File: src/rtl/wake_pkg.sv
package wake_pkg;

    typedef enum logic [1:0] {
        MODE_AWAKE  = 2'd0,
        MODE_ASLEEP = 2'd1,
        MODE_WOKEN  = 2'd2
    } mode_state_e;

    typedef enum logic {
        TMR_IDLE = 1'b0,
        TMR_RUN  = 1'b1
    } tmr_state_e;

endpackage

File: src/rtl/wake_sync_deb.sv
module wake_sync_deb #(
    parameter int DEB_W   = 4,
    parameter bit RST_VAL = 1'b0
) (
    input  logic             clk,
    input  logic             rst_n,
    input  logic             sample_i,
    input  logic             raw_i,
    input  logic [DEB_W-1:0] len_i,
    output logic             level_o,
    output logic             rise_o,
    output logic             fall_o
);
    logic [1:0]       sync_q;
    logic [DEB_W-1:0] run_q;
    logic             level_q;
    logic             prev_q;
    logic [DEB_W:0]   need;
    logic [DEB_W:0]   run_next;

    assign need     = (len_i == '0) ? (DEB_W+1)'(1) : {1'b0, len_i};
    assign run_next = {1'b0, run_q} + (DEB_W+1)'(1);

    always_ff @(posedge clk or negedge rst_n) begin
        if (!rst_n) begin
            sync_q <= {RST_VAL, RST_VAL};
        end else begin
            sync_q <= {sync_q[0], raw_i};
        end
    end

    always_ff @(posedge clk or negedge rst_n) begin
        if (!rst_n) begin
            run_q   <= '0;
            level_q <= RST_VAL;
            prev_q  <= RST_VAL;
        end else begin
            prev_q <= level_q;
            if (sample_i) begin
                if (sync_q[1] != level_q) begin
                    if (run_next >= need) begin
                        level_q <= sync_q[1];
                        run_q   <= '0;
                    end else begin
                        run_q <= run_next[DEB_W-1:0];
                    end
                end else begin
                    run_q <= '0;
                end
            end
        end
    end

    assign level_o = level_q;
    assign rise_o  = level_q & ~prev_q;
    assign fall_o  = ~level_q & prev_q;


    level_hold_chk: assert property (@(posedge clk) disable iff (!rst_n)
        !sample_i |=> $stable(level_q));

endmodule

File: src/rtl/wake_timer.sv
module wake_timer
    import wake_pkg::*;
#(
    parameter int CNT_W = 8
) (
    input  logic             clk,
    input  logic             rst_n,
    input  logic             arm_we_i,
    input  logic             arm_wdata_i,
    input  logic [CNT_W-1:0] load_val_i,
    input  logic             run_i,
    input  logic             tick_i,
    input  logic             abort_i,
    output logic             armed_o,
    output logic             expire_o
);
    tmr_state_e       state_q, state_d;
    logic [CNT_W-1:0] cnt_q, cnt_d;

    always_ff @(posedge clk or negedge rst_n) begin
        if (!rst_n) begin
            state_q <= TMR_IDLE;
            cnt_q   <= '0;
        end else begin
            state_q <= state_d;
            cnt_q   <= cnt_d;
        end
    end

    always_comb begin
        state_d  = state_q;
        cnt_d    = cnt_q;
        expire_o = 1'b0;
        unique case (state_q)
            TMR_IDLE: begin
                state_d = TMR_IDLE;
            end
            TMR_RUN: begin
                if (run_i && tick_i) begin
                    if (cnt_q == '0) begin
                        expire_o = 1'b1;
                        state_d  = TMR_IDLE;
                    end else begin
                        cnt_d = cnt_q - CNT_W'(1);
                    end
                end
                if (abort_i) begin
                    state_d = TMR_IDLE;
                end
            end
            default: state_d = TMR_IDLE;
        endcase
        if (arm_we_i) begin
            if (arm_wdata_i) begin
                state_d = TMR_RUN;
                cnt_d   = load_val_i;
            end else begin
                state_d = TMR_IDLE;
            end
        end
    end

    assign armed_o = (state_q == TMR_RUN);


    cnt_frozen_chk: assert property (@(posedge clk) disable iff (!rst_n)
        (!(run_i && tick_i) && !arm_we_i) |=> $stable(cnt_q));


    expire_disarm_chk: assert property (@(posedge clk) disable iff (!rst_n)
        (expire_o && !arm_we_i) |=> !armed_o);

endmodule

File: src/rtl/wake_mode_fsm.sv
module wake_mode_fsm
    import wake_pkg::*;
(
    input  logic clk,
    input  logic rst_n,
    input  logic lp_req_i,
    input  logic event_any_i,
    output logic asleep_o,
    output logic enter_o,
    output logic wake_req_o
);
    mode_state_e state_q, state_d;
    logic        wake_q;

    always_ff @(posedge clk or negedge rst_n) begin
        if (!rst_n) begin
            state_q <= MODE_AWAKE;
        end else begin
            state_q <= state_d;
        end
    end

    always_comb begin
        state_d = state_q;
        enter_o = 1'b0;
        unique case (state_q)
            MODE_AWAKE: begin
                if (lp_req_i) begin
                    state_d = MODE_ASLEEP;
                    enter_o = 1'b1;
                end
            end
            MODE_ASLEEP: begin
                if (event_any_i) begin
                    state_d = MODE_WOKEN;
                end else if (!lp_req_i) begin
                    state_d = MODE_AWAKE;
                end
            end
            MODE_WOKEN: begin
                if (!lp_req_i) begin
                    state_d = MODE_AWAKE;
                end
            end
            default: state_d = MODE_AWAKE;
        endcase
    end

    always_ff @(posedge clk or negedge rst_n) begin
        if (!rst_n) begin
            wake_q <= 1'b0;
        end else begin
            wake_q <= (state_q == MODE_ASLEEP) && event_any_i;
        end
    end

    assign asleep_o   = (state_q == MODE_ASLEEP);
    assign wake_req_o = wake_q;


    single_pulse_chk: assert property (@(posedge clk) disable iff (!rst_n)
        wake_q |=> !wake_q);


    woken_after_req_chk: assert property (@(posedge clk) disable iff (!rst_n)
        wake_q |-> (state_q == MODE_WOKEN));

endmodule

File: src/rtl/wake_ctrl.sv
module wake_ctrl #(
    parameter int NUM_PINS = 3,
    parameter int TMR_W    = 8,
    parameter int DEB_W    = 4,
    localparam int FLAG_W  = NUM_PINS + 3
) (
    input  logic                clk,
    input  logic                rst_n,
    input  logic                sec_tick_i,
    input  logic                sample_tick_i,
    input  logic                sleep_req_i,
    input  logic                lcd_only_req_i,
    input  logic                tmr_val_we_i,
    input  logic [TMR_W-1:0]    tmr_val_wdata_i,
    input  logic                arm_we_i,
    input  logic                arm_wdata_i,
    input  logic [NUM_PINS-1:0] pin_i,
    input  logic [NUM_PINS-1:0] pin_wake_en_i,
    input  logic                button_i,
    input  logic                rx_i,
    input  logic [DEB_W-1:0]    deb_len_i,
    input  logic                flag_clr_we_i,
    input  logic [FLAG_W-1:0]   flag_clr_mask_i,
    output logic                wake_req_o,
    output logic [FLAG_W-1:0]   wake_flags_o,
    output logic [TMR_W-1:0]    tmr_val_o,
    output logic                armed_o
);
    localparam int TMR_BIT = NUM_PINS;
    localparam int BTN_BIT = NUM_PINS + 1;
    localparam int RX_BIT  = NUM_PINS + 2;

    logic [NUM_PINS-1:0] pin_rise;
    logic [NUM_PINS-1:0] pin_level;
    logic [NUM_PINS-1:0] pin_fall;
    logic                btn_level, btn_rise, btn_fall;
    logic                rx_level, rx_rise, rx_fall;
    logic                tmr_expire;
    logic                asleep;
    logic                mode_enter;
    logic                lp_req;
    logic                abort_tmr;
    logic [FLAG_W-1:0]   ev_raw, ev;
    logic [FLAG_W-1:0]   flags_q, flags_d;
    logic [TMR_W-1:0]    tmr_val_q;

    assign lp_req = sleep_req_i | lcd_only_req_i;

    for (genvar gi = 0; gi < NUM_PINS; gi++) begin : g_pin
        wake_sync_deb #(.DEB_W(DEB_W), .RST_VAL(1'b0)) u_pin_deb (
            .clk      (clk),
            .rst_n    (rst_n),
            .sample_i (sample_tick_i),
            .raw_i    (pin_i[gi]),
            .len_i    (deb_len_i),
            .level_o  (pin_level[gi]),
            .rise_o   (pin_rise[gi]),
            .fall_o   (pin_fall[gi])
        );


        pin_mask_chk: assert property (@(posedge clk) disable iff (!rst_n)
            !pin_wake_en_i[gi] |=> !flags_q[gi]);
    end

    wake_sync_deb #(.DEB_W(DEB_W), .RST_VAL(1'b0)) u_btn_deb (
        .clk      (clk),
        .rst_n    (rst_n),
        .sample_i (sample_tick_i),
        .raw_i    (button_i),
        .len_i    (deb_len_i),
        .level_o  (btn_level),
        .rise_o   (btn_rise),
        .fall_o   (btn_fall)
    );

    wake_sync_deb #(.DEB_W(DEB_W), .RST_VAL(1'b1)) u_rx_sync (
        .clk      (clk),
        .rst_n    (rst_n),
        .sample_i (1'b1),
        .raw_i    (rx_i),
        .len_i    (DEB_W'(1)),
        .level_o  (rx_level),
        .rise_o   (rx_rise),
        .fall_o   (rx_fall)
    );

    always_comb begin
        ev_raw                 = '0;
        ev_raw[NUM_PINS-1:0]   = pin_rise & pin_wake_en_i;
        ev_raw[TMR_BIT]        = tmr_expire;
        ev_raw[BTN_BIT]        = btn_rise;
        ev_raw[RX_BIT]         = rx_fall;
        ev                     = asleep ? ev_raw : '0;
        abort_tmr              = |(ev & ~(FLAG_W'(1) << TMR_BIT));
    end

    wake_timer #(.CNT_W(TMR_W)) u_timer (
        .clk         (clk),
        .rst_n       (rst_n),
        .arm_we_i    (arm_we_i),
        .arm_wdata_i (arm_wdata_i),
        .load_val_i  (tmr_val_q),
        .run_i       (asleep),
        .tick_i      (sec_tick_i),
        .abort_i     (abort_tmr),
        .armed_o     (armed_o),
        .expire_o    (tmr_expire)
    );

    wake_mode_fsm u_mode (
        .clk         (clk),
        .rst_n       (rst_n),
        .lp_req_i    (lp_req),
        .event_any_i (|ev),
        .asleep_o    (asleep),
        .enter_o     (mode_enter),
        .wake_req_o  (wake_req_o)
    );

    always_ff @(posedge clk or negedge rst_n) begin
        if (!rst_n) begin
            tmr_val_q <= '0;
        end else if (tmr_val_we_i) begin
            tmr_val_q <= tmr_val_wdata_i;
        end
    end

    always_comb begin
        flags_d = flags_q;
        if (flag_clr_we_i) begin
            flags_d = flags_d & ~flag_clr_mask_i;
        end
        if (mode_enter) begin
            flags_d = '0;
        end
        flags_d                 = flags_d | ev;
        flags_d[NUM_PINS-1:0]   = flags_d[NUM_PINS-1:0] & pin_wake_en_i;
    end

    always_ff @(posedge clk or negedge rst_n) begin
        if (!rst_n) begin
            flags_q <= '0;
        end else begin
            flags_q <= flags_d;
        end
    end

    assign wake_flags_o = flags_q;
    assign tmr_val_o    = tmr_val_q;


    new_flag_wakes_chk: assert property (@(posedge clk) disable iff (!rst_n)
        (|(flags_q & ~$past(flags_q))) |-> wake_req_o);


    tmr_flag_wake_chk: assert property (@(posedge clk) disable iff (!rst_n)
        $rose(flags_q[TMR_BIT]) |-> (wake_req_o && !armed_o));

endmodule

File: config.mk
export PLATFORM = sky130hd
export DESIGN_NAME = wake_ctrl
export DESIGN_NICKNAME = d
export VERILOG_FILES = /design/src/rtl/wake_pkg.sv /design/src/rtl/wake_sync_deb.sv /design/src/rtl/wake_timer.sv /design/src/rtl/wake_mode_fsm.sv /design/src/rtl/wake_ctrl.sv
export SDC_FILE = /design/constraint.sdc
export NUM_CORES = 1
export LEC_CHECK = 0
export ABC_AREA = 1
export CELL_PAD_IN_SITES_DETAIL_PLACEMENT = 1
export CELL_PAD_IN_SITES_GLOBAL_PLACEMENT = 1
export CORE_MARGIN = 2
export CORE_UTILIZATION = 35
export DETAILED_ROUTE_END_ITERATION = 16
export PLACE_DENSITY_LB_ADDON = 0.3
export SLEW_MARGIN = 20
export SYNTH_ARGS = -nofsm -noshare
export SYNTH_HDL_FRONTEND = slang
export SYNTH_HIERARCHICAL = 1
export SYNTH_SLANG_ARGS = --single-unit
export TNS_END_PERCENT = 1
File: constraint.sdc
create_clock -name clk -period 1.5 [get_ports clk]
set_input_delay 0.225 -clock clk [delete_from_list [all_inputs] [get_ports clk]]
set_output_delay 0.225 -clock clk [all_outputs]
set_load 0.05 [all_outputs]
# After elaboration in Yosys (flattened, before gate mapping)
# Index checks and enable logic that the tools add are counted.
# totals
ff_bits	66
in_bits	36
out_inout_bits	16
word_cells	108
# op_classes
addsub	6
order_cmp	5
n_eq_ne	8
muxes	34
bitwise	17
reduce_logical	12
# op_table
op	count
two-way mux 4 bit	11
two-way mux 8 bit	5
adder 4 x 1 -> 5 bit (second input constant)	5
greater-or-equal comparator 5 bit	4
two-way mux 6 bit	3
AND reduction 3 bit	4
two-way mux 1 bit	10
zero test 8 bit	1
subtractor 8 x 1 -> 8 bit (second input constant)	1
AND 3 bit	2
AND 6 bit	1
two-way mux 2 bit	3
inverter 1 bit	6
inverter 6 bit	1
bitwise OR 6 bit	1
one-hot mux 2 bit (3 select lines)	1
OR reduction 6 bit	1
AND 1 bit	5
greater-or-equal comparator 5 x 1 -> 1 bit (second input constant)	1
!= test 1 bit	5
OR reduction 5 bit	1
zero test 4 bit	1
== test 2 x 1 -> 1 bit (second input constant)	1
== test 2 bit (second input constant)	1
6 further kinds	7

# Longest topological paths before layout
# depth
ltp_word	9
ltp_mapped	13

# Modules after synthesis
# Netlist, hierarchy kept.
# modules_own_cells
mod	instances	cells_each	area_each_um2	seq_area_each_um2
wake_sync_deb (g_pin[0].u_pin_deb ...)	4	58	474.2	200.2
wake_timer	1	96	651.9	225.2
wake_ctrl	1	75	616.8	350.3
wake_sync_deb (u_rx_sync)	1	58	479.2	205.2
wake_mode_fsm	1	15	125.1	75.1

# Worst setup path before layout
# OpenSTA, ideal clock, no wires.
# synth_timing
path_kind	reg2reg
from	register g_pin[0].u_pin_deb.run_q[0]
to	register g_pin[0].u_pin_deb.level_q
setup_time_ns	0.117
arrival_ns	1.499
slack_ns	-0.115
stages_incl_launch_ff	13
period_less_slack_ns	1.615
cell_sequence	dfrtp_1 > ha_1 > xor2_1 > ha_1 > nand2_1 > inv_1 > nand2_1 > nand2_1 > nand2_1 > nand2_2 > nand2_1 > nand2_1 > nand2_1
# synth_via
elab_chain_len	3
# synth_rtl
item	line	source
from (decl)	wake_sync_deb.sv:15	logic [DEB_W-1:0] run_q;
from (signal assigned)	wake_sync_deb.sv:45	run_q <= run_next[DEB_W-1:0];
adder 4 x 1 -> 5 bit	wake_sync_deb.sv:22	assign run_next = {1'b0, run_q} + (DEB_W+1)'(1);
greater-or-equal comparator 5 bit	wake_sync_deb.sv:41	if (run_next >= need) begin
AND reduction 3 bit (no source line)	n/a	
to (signal assigned)	wake_sync_deb.sv:42	level_q <= sync_q[1];
to (decl)	wake_sync_deb.sv:16	logic level_q;
# No other way between the ends.
# A chain may end at the register's enable or synchronous reset.

# Final worst setup path
# layout_timing
from	register g_pin[2].u_pin_deb.run_q[1]
to	register g_pin[2].u_pin_deb.level_q
# layout_via
elab_chain_len	3
# layout_rtl
item	line
from (decl)	wake_sync_deb.sv:15
from (signal assigned)	wake_sync_deb.sv:45
adder 4 x 1 -> 5 bit	wake_sync_deb.sv:22
greater-or-equal comparator 5 bit	wake_sync_deb.sv:41
AND reduction 3 bit (no source line)	n/a
to (signal assigned)	wake_sync_deb.sv:42
to (decl)	wake_sync_deb.sv:16
# No other way between the ends.

==> flow_summary.yaml <==
timing:
  tns_ps: -3780
  fmax_mhz: 564
  hold_violations: 0
  drv_slew: 0
  period_share_pct: 118
  hold_ws_ps: 290
  setup_viol: 26
  layout_min_cycle_time_ps: 1770
  fin_ws_ps: -272
  rsz0062_at_grt: "yes"
  skew_ps: 15.5
floorplanning:
  die_h_um: 107
  floorplan.initialDensity_pct: 36.2
  die_width_um: 107
  die_area_um2: 11500
  io_pins: 52
  placementRows: 37
  core_area_um2: 10300
synthesis:
  avgSynthCellArea_um2: 8.01
  yosys_warnings: 6
  syn_area_um2: 3730
  syn_inst: 466
global_route:
  antenna_found_initial: 0
  grt_pass1_wl_um: 17100
  grt_max_degree: 67
  grt_pass1_vias: 3808
  grtUsageTotal_pct: 18.7
  grt_overflow: 0
cts:
  cts_buffers: 9
  clk_path_buf_depth: 2
  cts_tree: "done"
  cts.sinks: 66
  h-tree-depth: 3
  clkSlewWorstSetupHoldPaths_ps: 70
  root_buffer: "clkbuf_8"
  insertion_delay_ps: 350
final_layout:
  nets: 643
  antenna_cells: 0
  drive_gt1_share_pct: 25.0
  area_delta_synth_final_pct: 41.4
power_and_ir_drop:
  powerDensity_nw_per_um2: 1520
  irDropWorstVdd_mv: 0.739
  power_w: 0.00803
  power_leakage_nw: 2.77
hold_path:
  whs_endpoint: "u_rx_sync/sync_q[0]"
  min_path_cells: 1
  hold_start: "rx_i"
  hold_path.class: "input port to flop"
place:
  dp_hpwl_um: 7520
  place.gp.congestion: 0.766
  dp_slack_ps: -554
  port_buffers: 51
setup_path:
  reg2reg_to: "g_pin[2].u_pin_deb/level_o"
  reg2reg_depth: 9
  max_stage_delay_ps: 420
  cp-start-kind: "flop"
  rr_startpoint: "g_pin[2].u_pin_deb/run_q[1]"
  critPathSlowestCell: "dfrtp_1"
  path_buf_inv: 0
  critPathKind: "flop to flop"
  critical_path_required_ps: 1730
  rrSetupSlack_ps: -270
  crit_top_cell: "nand2_1"
  worstPathArrival_ps: 2010
  path_cells: "ha_4 -> xor2_4 -> ha_1 -> a21oi_1 -> nand2_1 -> nand2_1 -> nand2_4 -> nand3_1 -> nand2_1"
  critical_path.max_fanout: 6
  end_kind: "flop"
  critical_path.top_delay_family: "adder cells"
detailed_routing:
  ant_nets: 0
  via_count: 3387
  drt_iter0_drc: 99
  avgViaCountPerCell: 4.70
  drcViolationCount: 0
  drt-pass1-iter-count: 4
  wl_per_cell_um: 13.9
  routed_wl_um: 10000
status:
  status: "finished, violations left"
  violations: "setup timing"
run:
  maxCapViolations: 0
-- power by group --
part | internal (W) | total (W) | switching, W
sequential | 0.00226 | 0.00267 | 0.000411
combinational | 0.00161 | 0.00369 | 0.00207
clock | 0.000976 | 0.00167 | 0.000696
total | 0.00484 | 0.00803 | 0.00318
-- how the worst max path moves through the flow --
| stage | endpoint | slack (ps) | cells after the start | startpoint |
|---|---|---|---|---|
| final | g_pin[2].u_pin_deb/level_o | -270 | 9 | g_pin[2].u_pin_deb/run_q[1] |
| after global placement | g_pin[2].u_pin_deb/level_o | -460 | 13 | deb_len_i[2] |
| after global routing | g_pin[0].u_pin_deb/level_o | -390 | 12 | g_pin[0].u_pin_deb/run_q[1] |
| after floorplan | g_pin[0].u_pin_deb/level_o | -80 | 12 | g_pin[0].u_pin_deb/run_q[0] |
| after detailed placement | g_pin[1].u_pin_deb/level_o | -550 | 13 | deb_len_i[2] |
| after CTS | g_pin[2].u_pin_deb/level_o | -260 | 12 | g_pin[2].u_pin_deb/run_q[1] |
-- cells in the final DEF (no fill, tap or decap), drive strengths merged --
cell,count
buf,62
nand3,31
nor2,32
clkdlybuf4s50,34
inv,79
nand4,4
dfrtp,62
or2,1
o22ai,5
clkinv,3
xnor2,5
bufinv,2
a21oi,12
nor3,1
nand3b,1
o21ai,28
a31o,5
dlygate4sd3,1
clkinvlp,1
dfstp,4
conb,9
xor2,7
nand2,158
clkbuf,11
ha,27
-- worst register-to-register path, delay by kind of cell, from the launching register on --
family                   cells  cell delay, ps
AO/OA/AOI/OAI                1             170
XOR/XNOR                     1             150
adder cells (fa/ha/maj)      2             510
flip-flops                   1             420
AND/OR/NAND/NOR              5             430
-- metrics by stage --
step / area (um^2) / std cells / utilization [%]
3_5_place_dp: 4870 / 700 / 47.1
3_3_place_gp: 4870 / 700 / 47.1
2_1_floorplan: 3770 / 473 / -
4_1_cts: 5170 / 719 / 50.1
5_1_grt: 5280 / 721 / 51.1
6_report: 5280 / 721 / 51.1
-- area by class of cell --
type                       count  area, um^2
timing repair buffer          97         976
sequential                    66        1660
inverter                      80         300
clock inverter                 5        77.6
fill                        1227        5050
tap                          136         170
clock buffer                  11         141
multi-input combinational    326        1950
-- routing by layer --
layer	vias to the layer above	part of all wire, %	GRT usage [%]
met5	-	0	0
met4	0	1.1	5.66
met3	12	2.9	4.30
met2	44	53	33.7
met1	1657	43	22.0
li1	1674	-	-
-- state kept, by name, indices dropped and copies added, names as in the netlist, 2 cells and up --
register and cells:
g_pin.u_pin_deb/level_o 3, g_pin.u_pin_deb/prev_q 3, g_pin.u_pin_deb/run_q 12, g_pin.u_pin_deb/sync_q 6, tmr_val_o 8, u_btn_deb/run_q 4, u_btn_deb/sync_q 2, u_mode/state_q 2
u_rx_sync/run_q 4, u_rx_sync/sync_q 2, u_timer/cnt_q 8, wake_flags_o 6
-- repair_timing --
action,4_1_cts,5_1_grt
pin swaps,15,21
gates cloned,0,0
setup buffers,2,2
hold endpoints to repair,62,0
resized for setup,15,18
hold buffers,1,0
setup endpoints to repair,29,36
(Power assumes the default switching activity.)
